===== config.mk =====
export PLATFORM = sky130hd
export DESIGN_NAME = bank_prefix_decoder
export DESIGN_NICKNAME = d
export VERILOG_FILES = /design/src/rtl/bankpfx_pkg.sv /design/src/rtl/bankpfx_capture.sv /design/src/rtl/bankpfx_extend.sv /design/src/rtl/bankpfx_dest.sv /design/src/rtl/bankpfx_ea.sv /design/src/rtl/bank_prefix_decoder.sv
export SDC_FILE = /design/constraint.sdc
export NUM_CORES = 1
export LEC_CHECK = 0
export BUFFER_PORTS_ARGS = -buffer_cell sky130_fd_sc_hd__buf_4
export CORE_MARGIN = 4
export CORE_UTILIZATION = 41
export DETAILED_ROUTE_END_ITERATION = 10
export PLACE_DENSITY = 0.83
export SLEW_MARGIN = 10
export SYNTH_ARGS = -nofsm -noshare
export SYNTH_HDL_FRONTEND = slang
export SYNTH_SLANG_ARGS = --single-unit

===== constraint.sdc =====
create_clock -name clk -period 3 [get_ports clk]
set_input_delay 0.15 -clock clk [delete_from_list [all_inputs] [get_ports clk]]
set_output_delay 0.15 -clock clk [all_outputs]
set_load 0.02 [all_outputs]

===== src/rtl/bankpfx_pkg.sv =====
// Package: shared constants and the layout of the prefix low byte.
// Assumes a 16-bit instruction word whose upper byte holds the prefix tag.
package bankpfx_pkg;
    localparam int BANK_W = 2;
    localparam int FIELD_W = 3;
    localparam int WORD_W = 16;
    localparam logic [7:0] PREFIX_TAG = 8'h71;

    // Bank selection byte; field order matches bit positions 7..0.
    typedef struct packed {
        logic [BANK_W-1:0] dst_bank;   // bits 7..6
        logic [BANK_W-1:0] dst_mode;   // bits 5..4
        logic [BANK_W-1:0] a_bank;     // bits 3..2
        logic [BANK_W-1:0] b_bank;     // bits 1..0
    } bank_sel_t;
endpackage


===== src/rtl/bankpfx_capture.sv =====
// Module: recognises prefix words and holds their bank byte until one
// instruction has consumed it. Assumes iw_valid qualifies iw_data.
module bankpfx_capture
    import bankpfx_pkg::*;
(
    input  logic              clk,
    input  logic              rst_n,
    input  logic              iw_valid,
    input  logic [WORD_W-1:0] iw_data,
    output logic              insn_valid,
    output bank_sel_t         sel_eff
);
    logic      is_prefix;
    logic      pending;
    bank_sel_t sel_q;

    // Classify the incoming word.
    always_comb begin
        is_prefix  = iw_valid && (iw_data[WORD_W-1:WORD_W-8] == PREFIX_TAG);
        insn_valid = iw_valid && !is_prefix;
    end

    // Store a prefix, and clear it once an instruction has used it.
    always_ff @(posedge clk) begin
        if (!rst_n) begin
            pending <= 1'b0;
            sel_q   <= '0;
        end else if (is_prefix) begin
            pending <= 1'b1;
            sel_q   <= bank_sel_t'(iw_data[7:0]);
        end else if (iw_valid) begin
            pending <= 1'b0;
        end
    end

    // Present zero bank bits unless a prefix is pending.
    always_comb begin
        sel_eff = pending ? sel_q : '0;
    end
endmodule


===== src/rtl/bankpfx_extend.sv =====
// Module: widens a register field with its bank bits.
// Assumes the bank bits are already zero when no prefix applies.
module bankpfx_extend #(
    parameter int BANK_W  = 2,
    parameter int FIELD_W = 3,
    localparam int IDX_W  = BANK_W + FIELD_W
) (
    input  logic [BANK_W-1:0]  bank,
    input  logic [FIELD_W-1:0] field,
    output logic [IDX_W-1:0]   idx
);
    // Concatenate the bank as the upper bits of the index.
    always_comb begin
        idx = {bank, field};
    end
endmodule


===== src/rtl/bankpfx_dest.sv =====
// Module: chooses the destination index from the mode bits of the prefix.
// Assumes the legacy destination is operand B.
module bankpfx_dest #(
    parameter int BANK_W  = 2,
    parameter int FIELD_W = 3,
    localparam int IDX_W  = BANK_W + FIELD_W
) (
    input  logic [BANK_W-1:0]  dst_bank,
    input  logic [BANK_W-1:0]  dst_mode,
    input  logic [FIELD_W-1:0] field_a,
    input  logic [FIELD_W-1:0] field_b,
    input  logic [IDX_W-1:0]   ext_b,
    output logic [IDX_W-1:0]   ext_dst,
    output logic               override
);
    // Select the destination source; codes 00 and 11 keep the legacy destination.
    always_comb begin
        override = 1'b0;
        ext_dst  = ext_b;
        case (dst_mode)
            2'b01: begin
                override = 1'b1;
                ext_dst  = {dst_bank, field_a};
            end
            2'b10: begin
                override = 1'b1;
                ext_dst  = {dst_bank, field_b};
            end
            default: ;
        endcase
    end
endmodule


===== src/rtl/bankpfx_ea.sv =====
// Module: forms EA base and index selections from single bank bits.
// Assumes op_a carries the base field and op_b the index field in EA mode.
module bankpfx_ea #(
    parameter int FIELD_W = 3
) (
    input  logic               ea_mode,
    input  logic               base_hi,
    input  logic               index_hi,
    input  logic               idx_is_addr,
    input  logic [FIELD_W-1:0] field_a,
    input  logic [FIELD_W-1:0] field_b,
    output logic [FIELD_W:0]   ea_base,
    output logic [FIELD_W+1:0] ea_index
);
    // Build both selections, or zero when no EA operand is present.
    always_comb begin
        if (ea_mode) begin
            ea_base  = {base_hi, field_a};
            ea_index = {index_hi, idx_is_addr, field_b};
        end else begin
            ea_base  = '0;
            ea_index = '0;
        end
    end
endmodule


===== src/rtl/bank_prefix_decoder.sv =====
// Module: top of the bank prefix decoder. It captures the prefix, extends
// both operands, selects the destination and forms the EA selections.
// Assumes the operand fields belong to the word currently on iw_data.
module bank_prefix_decoder
    import bankpfx_pkg::*;
#(
    localparam int IDX_W = BANK_W + FIELD_W
) (
    input  logic               clk,
    input  logic               rst_n,
    input  logic               iw_valid,
    input  logic [WORD_W-1:0]  iw_data,
    input  logic [FIELD_W-1:0] op_a_field,
    input  logic [FIELD_W-1:0] op_b_field,
    input  logic               ea_mode,
    input  logic               idx_is_addr,
    output logic               insn_valid,
    output logic [IDX_W-1:0]   ext_a,
    output logic [IDX_W-1:0]   ext_b,
    output logic [IDX_W-1:0]   ext_dst,
    output logic               dst_override,
    output logic [FIELD_W:0]   ea_base,
    output logic [FIELD_W+1:0] ea_index
);
    bank_sel_t sel;
    logic [1:0][BANK_W-1:0]  op_bank;
    logic [1:0][FIELD_W-1:0] op_field;
    logic [1:0][IDX_W-1:0]   op_ext;

    bankpfx_capture u_capture (
        .clk        (clk),
        .rst_n      (rst_n),
        .iw_valid   (iw_valid),
        .iw_data    (iw_data),
        .insn_valid (insn_valid),
        .sel_eff    (sel)
    );

    // Gather per-operand bank bits and fields; index 0 is A and index 1 is B.
    always_comb begin
        op_bank[0]  = sel.a_bank;
        op_bank[1]  = sel.b_bank;
        op_field[0] = op_a_field;
        op_field[1] = op_b_field;
    end

    for (genvar gi = 0; gi < 2; gi++) begin : g_operand
        bankpfx_extend #(.BANK_W(BANK_W), .FIELD_W(FIELD_W)) u_extend (
            .bank  (op_bank[gi]),
            .field (op_field[gi]),
            .idx   (op_ext[gi])
        );
    end

    // Drive the operand outputs.
    always_comb begin
        ext_a = op_ext[0];
        ext_b = op_ext[1];
    end

    bankpfx_dest #(.BANK_W(BANK_W), .FIELD_W(FIELD_W)) u_dest (
        .dst_bank (sel.dst_bank),
        .dst_mode (sel.dst_mode),
        .field_a  (op_a_field),
        .field_b  (op_b_field),
        .ext_b    (op_ext[1]),
        .ext_dst  (ext_dst),
        .override (dst_override)
    );

    bankpfx_ea #(.FIELD_W(FIELD_W)) u_ea (
        .ea_mode     (ea_mode),
        .base_hi     (sel.a_bank[0]),
        .index_hi    (sel.a_bank[1]),
        .idx_is_addr (idx_is_addr),
        .field_a     (op_a_field),
        .field_b     (op_b_field),
        .ea_base     (ea_base),
        .ea_index    (ea_index)
    );
endmodule


Yosys cells after proc, flatten, opt, wreduce, memory -nomap -nowiden
Cells that the tools add are included.
{ "op_classes": {"muxes": 7, "n_reduce_logical": 5, "n_eq_ne": 3} }
{ "op_table": {"columns": ["operator", "n"], "rows": [
  ["one-hot mux 5 bit (2 select lines)", 1],
  ["equality test 8 x 7 -> 1 bit, second input constant", 1],
  ["two-way mux 8 bit", 1],
  ["two-way mux 5 bit", 1],
  ["two-way mux 4 bit", 1],
  ["two-way mux 1 bit", 3],
  ["equality test 2 x 1 -> 1 bit, second input constant", 1],
  ["equality test 2 bit, second input constant", 1],
  ["logical AND 1 bit", 2],
  ["nonzero test 2 bit", 1],
  ["OR reduction 2 bit", 1],
  ["logical NOT 1 bit", 1]
]} }
{ "totals": {"output_inout_bits": 26, "in_bits": 27, "ff_bits": 9, "elab_cells": 20} }

Longest topological paths before layout
Gate-level depths: netlist of the first run.
{ "logic_depth": {"word_depth": 4, "ltp_mapped": 6, "ltp_nobuf": 5} }

Cells and area by module
Synthesis of the first run repeated with hierarchy kept, for this count alone.
{ "unflattened": {"cells_unflattened": 90, "area_unflattened_um2": 694.4} }
{ "modules_own_cells": {"columns": ["mod", "n_inst", "cells_per_inst", "area_per_inst_um2"], "rows": [
  ["bankpfx_capture", 1, 50, 442.9],
  ["bankpfx_dest", 1, 21, 120.1],
  ["bankpfx_extend", 2, 5, 37.5],
  ["bankpfx_ea", 1, 9, 56.3]
]} }

Worst setup path after synthesis of the first run
Ideal clock, no wire load.
{ "synth_timing": {"path_kind": "reg2out", "startpoint": "register u_capture.pending", "endpoint": "output port ext_dst[3]", "arrival_ns": 1.730, "required_ns": 2.850, "path_slack_ns": 1.120, "path_stages_with_launch": 7, "path_buffers": 1, "path_cell_list": "dfxtp_1 -> clkbuf_1 -> and2_1 -> ha_1 -> inv_1 -> nand3_1 -> a21boi_0"} }
{ "synth_between": {"elab_chain_len": 3, "word_cells_on_any_way": 4, "classes_between": "eq/ne: 2; mux: 2"} }
{ "synth_rtl": {"columns": ["element", "line_no", "source"], "rows": [
  ["from (decl)", "bankpfx_capture.sv:14", "logic pending;"],
  ["from (signal assigned)", "bankpfx_capture.sv:26", "pending <= 1'b0;"],
  ["from (signal assigned)", "bankpfx_capture.sv:29", "pending <= 1'b1;"],
  ["from (signal assigned)", "bankpfx_capture.sv:32", "pending <= 1'b0;"],
  ["two-way mux 8 bit *", "bankpfx_capture.sv:38", "sel_eff = pending ? sel_q : '0;"],
  ["equality test 2 bit / equality test 2 x 1 -> 1 bit (equally long branches)", "bankpfx_dest.sv:20", "case (dst_mode)"],
  ["one-hot mux 5 bit (2 select lines) *", "bankpfx_dest.sv:20", null],
  ["to (decl)", "bank_prefix_decoder.sv:20", "output logic [IDX_W-1:0] ext_dst,"]
]} }
Mark *: on every way between the ends. The rest lies on a longest branch, timed or not.

Worst setup path after layout of the first run
{ "layout_timing": {"startpoint": "register u_capture.pending", "endpoint": "output port ext_dst[0]"} }
Same word-level chain as after synthesis.

==> summary.md, run 1 <==
| Metric | Value |
|---|---|
| Crit path time final | `2.01 ns` |
| Synth async-reset ratio | `0%` |
| Setup CP Type | `register to output pin` |
| DRC violations left | `0` |
| Arrival time at the worst endpoint | `1.86 ns` |
| Final WL | `1680 um` |
| Mapped Nets | `112` |
| Final ANT Viol Nets | `0` |
| Worst-margin pin slew | `0.495 ns` |
| Area Overhead vs Synth | `53.1%` |
| Status | `completed` |
| Max-cap violations | `0` |
| H-tree depth | `1` |
| Fraction of the yosys area taken by sequential cells | `27.1%` |
| WL per Instance | `11.7 um` |
| Flop and latch count out of synthesis | `9` |
| Hold Slack | `0.147 ns` |
| Vias/cell | `4.92` |
| Period utilization | `66.9%` |
| Leak Pwr | `0.516 nW` |
| Max-slew violation count | `0` |
| Max Freq | `498 MHz` |
| Post_cts resized | `0` |
| Row count | `14` |
| Pwr per Cell Area | `283 nW/um2` |
| Hold_buf cts | `0` |
| Chip width | `48.3 um` |
| Fin cells | `143` |
| CTS clk-pin slew, worst paths | `0.06 ns` |
| Die height | `48.3 um` |
| Final setup violating endpoints | `0` |
| TritonCTS buffer count | `3` |
| CTS tree | `built` |
| Drt first pass iters | `4` |
| Slowest cell on crit path | `dfxtp_1` |
| # diodes | `0` |
| Post-synth top area share | `27.1%` |
| CP peak stage delay | `0.46 ns` |
| Worst Path Max Fanout | `11` |
| Core area | `1520 um2` |
| Syn Inst Count | `83` |
| # nets final | `157` |
| Crit path launch type | `register` |
| Placed wire-length estimate | `1450 um` |
| Synth warn | `0` |
| Skew final | `0 ns` |
| Area leader, netlist | `dfxtp_1` |
| Slew HR | `67.0%` |
| Distinct cells, synth | `20` |
| Fin. Hold Viols | `0` |
| Most used DFF post-synth | `dfxtp_1` |
| Vias after detailed routing | `704` |
| Min-delay worst type | `input pin to register` |
| RSZ-0062 raised after global routing | `false` |
| Antenna violations before repair | `0` |
| Finished Core Util | `66.7%` |
| Vias in the first global route | `624` |
| Critical path cell sequence | `and2_1 > ha_1 > or2_2 > a22o_1 > buf_4` |
| VDD IR max | `0.000223 V` |
| Initial Util | `43.6%` |
| Worst Setup End Kind | `output pin` |
| Clock sink count | `9` |
| Cells after DPL | `139` |
| Largest cells by area after synthesis | `dfxtp_1 27%, mux2i_1 12%, and2_1 11%` |
| Clk buf depth | `2` |
| Worst skew pair latency | `0.26 ns` |
| First-pass GRT wire length | `2360 um` |
| Number of synthesized flops with an enable pin | `0` |
| 1st-iter DRT viols | `8` |
| TNS Setup | `0 ns` |
| Clock root buffer | `clkbuf_4` |
| Largest net degree at the start of global routing | `18` |
| Top-count cell post-synth | `nand2_1` |
| Mapped Area | `664 um2` |
| Routability cong. | `0.750` |
| Design Area, Final | `1020 um2` |
| Post-CTS Setup Repair Bufs | `0` |
| # IOs | `53` |
| Layout cells sized above 1 | `44.9%` |
| Post-synth top cells | `19 x nand2_1, 12 x and2_1, 9 x dfxtp_1` |
| CP Data Required Time | `2.85 ns` |
| IO buf count | `52` |
| Remaining Overflow, GRT | `0` |
| Syn Area/Cell | `8.00 um2` |
| Die area | `2330 um2` |
| Global-route total usage across every layer | `14.5%` |
| Post-DP Area | `991 um2` |
-- layout make-up --
class	count	area, um2
clock buffer	4	26.3
fill	137	507
inverter	3	11.3
multi-input combinational	59	389
sequential	9	180
tap	16	20.0
timing repair buffer	52	390
-- registers in the layout, indices dropped and copies added, names as in the netlist --
signal and count:
u_capture.pending 1, u_capture.sel_q 8
-- worst paths after layout --
path,from,to,slack (ns),cells past startpoint
hold / removal,iw_data[2],u_capture.sel_q[2],0.15,3
hold reg to reg,u_capture.sel_q[3],u_capture.sel_q[3],0.47,2
setup reg to reg,u_capture.pending,u_capture.pending,2.20,2
setup / recovery,u_capture.pending,ext_dst[0],0.99,5
-- where the power goes --
part / leakage, nW / switching, W / internal, W
Clock: 0.0150 / 0.0000405 / 0.0000511
Combinational: 0.428 / 0.0000338 / 0.0000423
Sequential: 0.0725 / 0.000000132 / 0.000120
-- placed cells by master (no fill, tap or decap), drive strengths merged --
cell,count
buf,52
nand2,19
and2,12
dfxtp,9
mux2i,8
clkbuf,4
inv,3
a21boi,3
a22o,3
and3,3
nand3,2
nor2b,2
ha,2
xor2,1
or2,1
and4b,1
nor4b,1
o21a,1
-- per-stage QoR --
step / total power (W) / worst slack (ns)
2_1_floorplan: 0.000157 / 1.12
3_3_place_gp: 0.000198 / 1.35
3_5_place_dp: 0.000199 / 1.27
4_1_cts: 0.000292 / 0.983
5_1_grt: 0.000303 / 0.885
6_report: 0.000287 / 0.994
-- worst max-delay path: cells and delay by family (launching register included) --
family | cells | cell delay [ns]
simple gates | 2 | 0.52
flops | 1 | 0.46
fa+ha+maj | 1 | 0.28
compound gates | 1 | 0.19
buf+inv | 1 | 0.15
-- per-layer routing --
layer | vias up | GRT usage (%) | part of all wire (%)
li1 | 351 | - | -
met1 | 303 | 14.2 | 34
met2 | 47 | 26.8 | 46
met3 | 3 | 5.17 | 19
met4 | 0 | 6.45 | 1.0
met5 | - | 0 | 0
-- kinds of logic after synthesis --
family,Yosys count,synth area share [%]
and+or+nand+nor,41,33.0
AOI/OAI and AO/OA,7,8.48
adders and majority gates,2,3.77
DFF,9,27.1
buffers and inverters,15,14.3
xor gates and xnor gates,1,1.32
muxes,8,12.1
Note: power is estimated with default switching activity, not from simulation.
==> run 2, diff against run 1 <==
Settings changed: CORE_UTILIZATION 41 to 38, PLACE_DENSITY 0.83 to 0.78.
Clock period 3 ns to 1.89 ns, I/O delays scaled along.
==> run 2 against run 1 <==
  * Global-route usage decreased by 0.31 points
  * Via count unchanged
  * Utilization decreased by 0.80 points
  * Clock power increased by 62%
  * Highest routed layer unchanged
  * Sequential power increased by 58%
  * Worst hold slack got worse by 0.059 ns
  * Largest power group unchanged
  * Cell count increased by 0.70%
  * Design area increased by 2.2%
==> summary.md, run 2 (synthesis results as in run 1) <==
| Metric | Value |
|---|---|
| Final setup violating endpoints | `0` |
| Critical path cell sequence | `and2_4 > inv_1 > ha_1 > or2_2 > a22o_1 > buf_4` |
| # nets final | `158` |
| RR Startpoint | `u_capture.pending` |
| Vias/cell | `4.89` |
| Routability cong. | `0.758` |
| Worst skew pair latency | `0.26 ns` |
| Hold depth | `3` |
| Final ANT Viol Nets | `0` |
| Chip width | `49.8 um` |
| Period utilization | `93.9%` |
| Post_cts resized | `0` |
| Largest net degree at the start of global routing | `18` |
| Worst Setup End Kind | `output pin` |
| Status | `completed` |
| Vias after detailed routing | `704` |
| Post-DP Area | `998 um2` |
| Max-cap violations | `0` |
| Setup slack at placement | `0.298 ns` |
| Max reg flops | `8` |
| Post-CTS Setup Repair Bufs | `0` |
| Commonest non-fill, non-tap cell in the layout | `buf_4` |
| Final WL | `1830 um` |
| Most frequent cells in the layout | `53 x buf_4, 19 x nand2_1, 11 x and2_1` |
| Clock root buffer | `clkbuf_4` |
| # diodes | `0` |
| Cells after DPL | `140` |
| TNS Setup | `0 ns` |
| Finished Core Util | `66.0%` |
| Max-slew violation count | `0` |
| Design Area, Final | `1040 um2` |
| CTS tree | `built` |
| Slew HR | `65.5%` |
| Die height | `49.8 um` |
| CP Data Required Time | `1.80 ns` |
| Die area | `2480 um2` |
| Fin cells | `144` |
| # IOs | `53` |
| Crit path launch | `u_capture.sel_q[4]` |
| WL per Instance | `12.7 um` |
| Number of fill cells in the layout | `135` |
| TritonCTS buffer count | `3` |
| Hold_buf cts | `0` |
| Reg2reg path depth | `3` |
| Vias in the first global route | `634` |
| 1st-iter DRT viols | `7` |
| IO buf count | `52` |
| DRC violations left | `0` |
| Pwr per Cell Area | `442 nW/um2` |
| Fin. Hold Viols | `0` |
| Drt first pass iters | `4` |
| Slowest cell on crit path | `dfxtp_1` |
| Worst Path Max Fanout | `3` |
| Initial Util | `42.1%` |
| VDD IR max | `0.000357 V` |
| Clock sink count | `9` |
| Area Overhead vs Synth | `56.5%` |
| Layout cells sized above 1 | `46.9%` |
| CP top delay family | `simple AND/OR/NAND/NOR gates` |
| H-tree depth | `1` |
| PnR worst setup slack | `0.114 ns` |
| Worst Hold Launch | `iw_data[7]` |
| RSZ-0062 raised after global routing | `false` |
| CTS clk-pin slew, worst paths | `0.06 ns` |
| Arrival time at the worst endpoint | `1.68 ns` |
| CP peak stage delay | `0.38 ns` |
| Min-delay worst type | `input pin to register` |
| Critical Path Stages | `6` |
| Reg with most FFs | `u_capture.sel_q` |
| Crit path time final | `1.78 ns` |
| Setup CP Type | `register to output pin` |
| Worst-margin pin slew | `0.517 ns` |
| Max Freq | `563 MHz` |
| Crit path launch type | `register` |
| Skew final | `0 ns` |
| Global-route total usage across every layer | `14.2%` |
| First-pass GRT wire length | `2770 um` |
| Antenna violations before repair | `0` |
| Core area | `1580 um2` |
| Regs by FF count | `u_capture.sel_q x8, u_capture.pending x1` |
| Clk buf depth | `2` |
| Remaining Overflow, GRT | `0` |
| Placed wire-length estimate | `1480 um` |
| Row count | `14` |
| Leak Pwr | `0.523 nW` |
| Critical path buffer and inverter count | `2` |
run 2: worst min-delay path: stages:
cell and delay, ns:
buf_4 0.11, nand2_1 0.04, mux2i_1 0.05
run 2: per-stage QoR:
step / hold slack [ns] / power, W
final: 0.0879 / 0.000459
after global routing: 0.0952 / 0.000480
after CTS: 0.0884 / 0.000464
after detailed placement: 0.363 / 0.000316
after global placement: 0.353 / 0.000315
after floorplan: 0.237 / 0.000250
run 2: final timing paths:
kind | end | slack [ns]
hold reg to reg | u_capture.sel_q[7] | 0.47
hold / removal | u_capture.sel_q[7] | 0.09
setup reg to reg | u_capture.pending | 1.01
setup / recovery | ext_dst[0] | 0.11
run 2: cell type report:
cell class                      count  area [um2]  area share, %
Sequential cell                     9         180           17.3
Clock buffer                        4        26.3           2.53
Tap cell                           16        20.0           1.93
Multi-Input combinational cell     59         404           38.9
Inverter                            3        11.3           1.08
Timing Repair Buffer               53         398           38.3
run 2: power breakdown:
group / internal [W] / leakage (nW) / total (W) / switching (W)
clock network: 0.0000813 / 0.0150 / 0.000148 / 0.0000665
logic: 0.0000672 / 0.436 / 0.000121 / 0.0000541
registers: 0.000190 / 0.0725 / 0.000190 / 0.000000173
total: 0.000338 / 0.523 / 0.000459 / 0.000121
run 2: per-layer routing:
| layer | GRT usage, % | vias up | share of wire (%) |
|---|---|---|---|
| li1 | - | 358 | - |
| met1 | 14.7 | 295 | 37 |
| met2 | 24.0 | 44 | 45 |
| met3 | 6.33 | 7 | 15 |
| met4 | 6.91 | 0 | 2.1 |
| met5 | 0 | - | 0 |
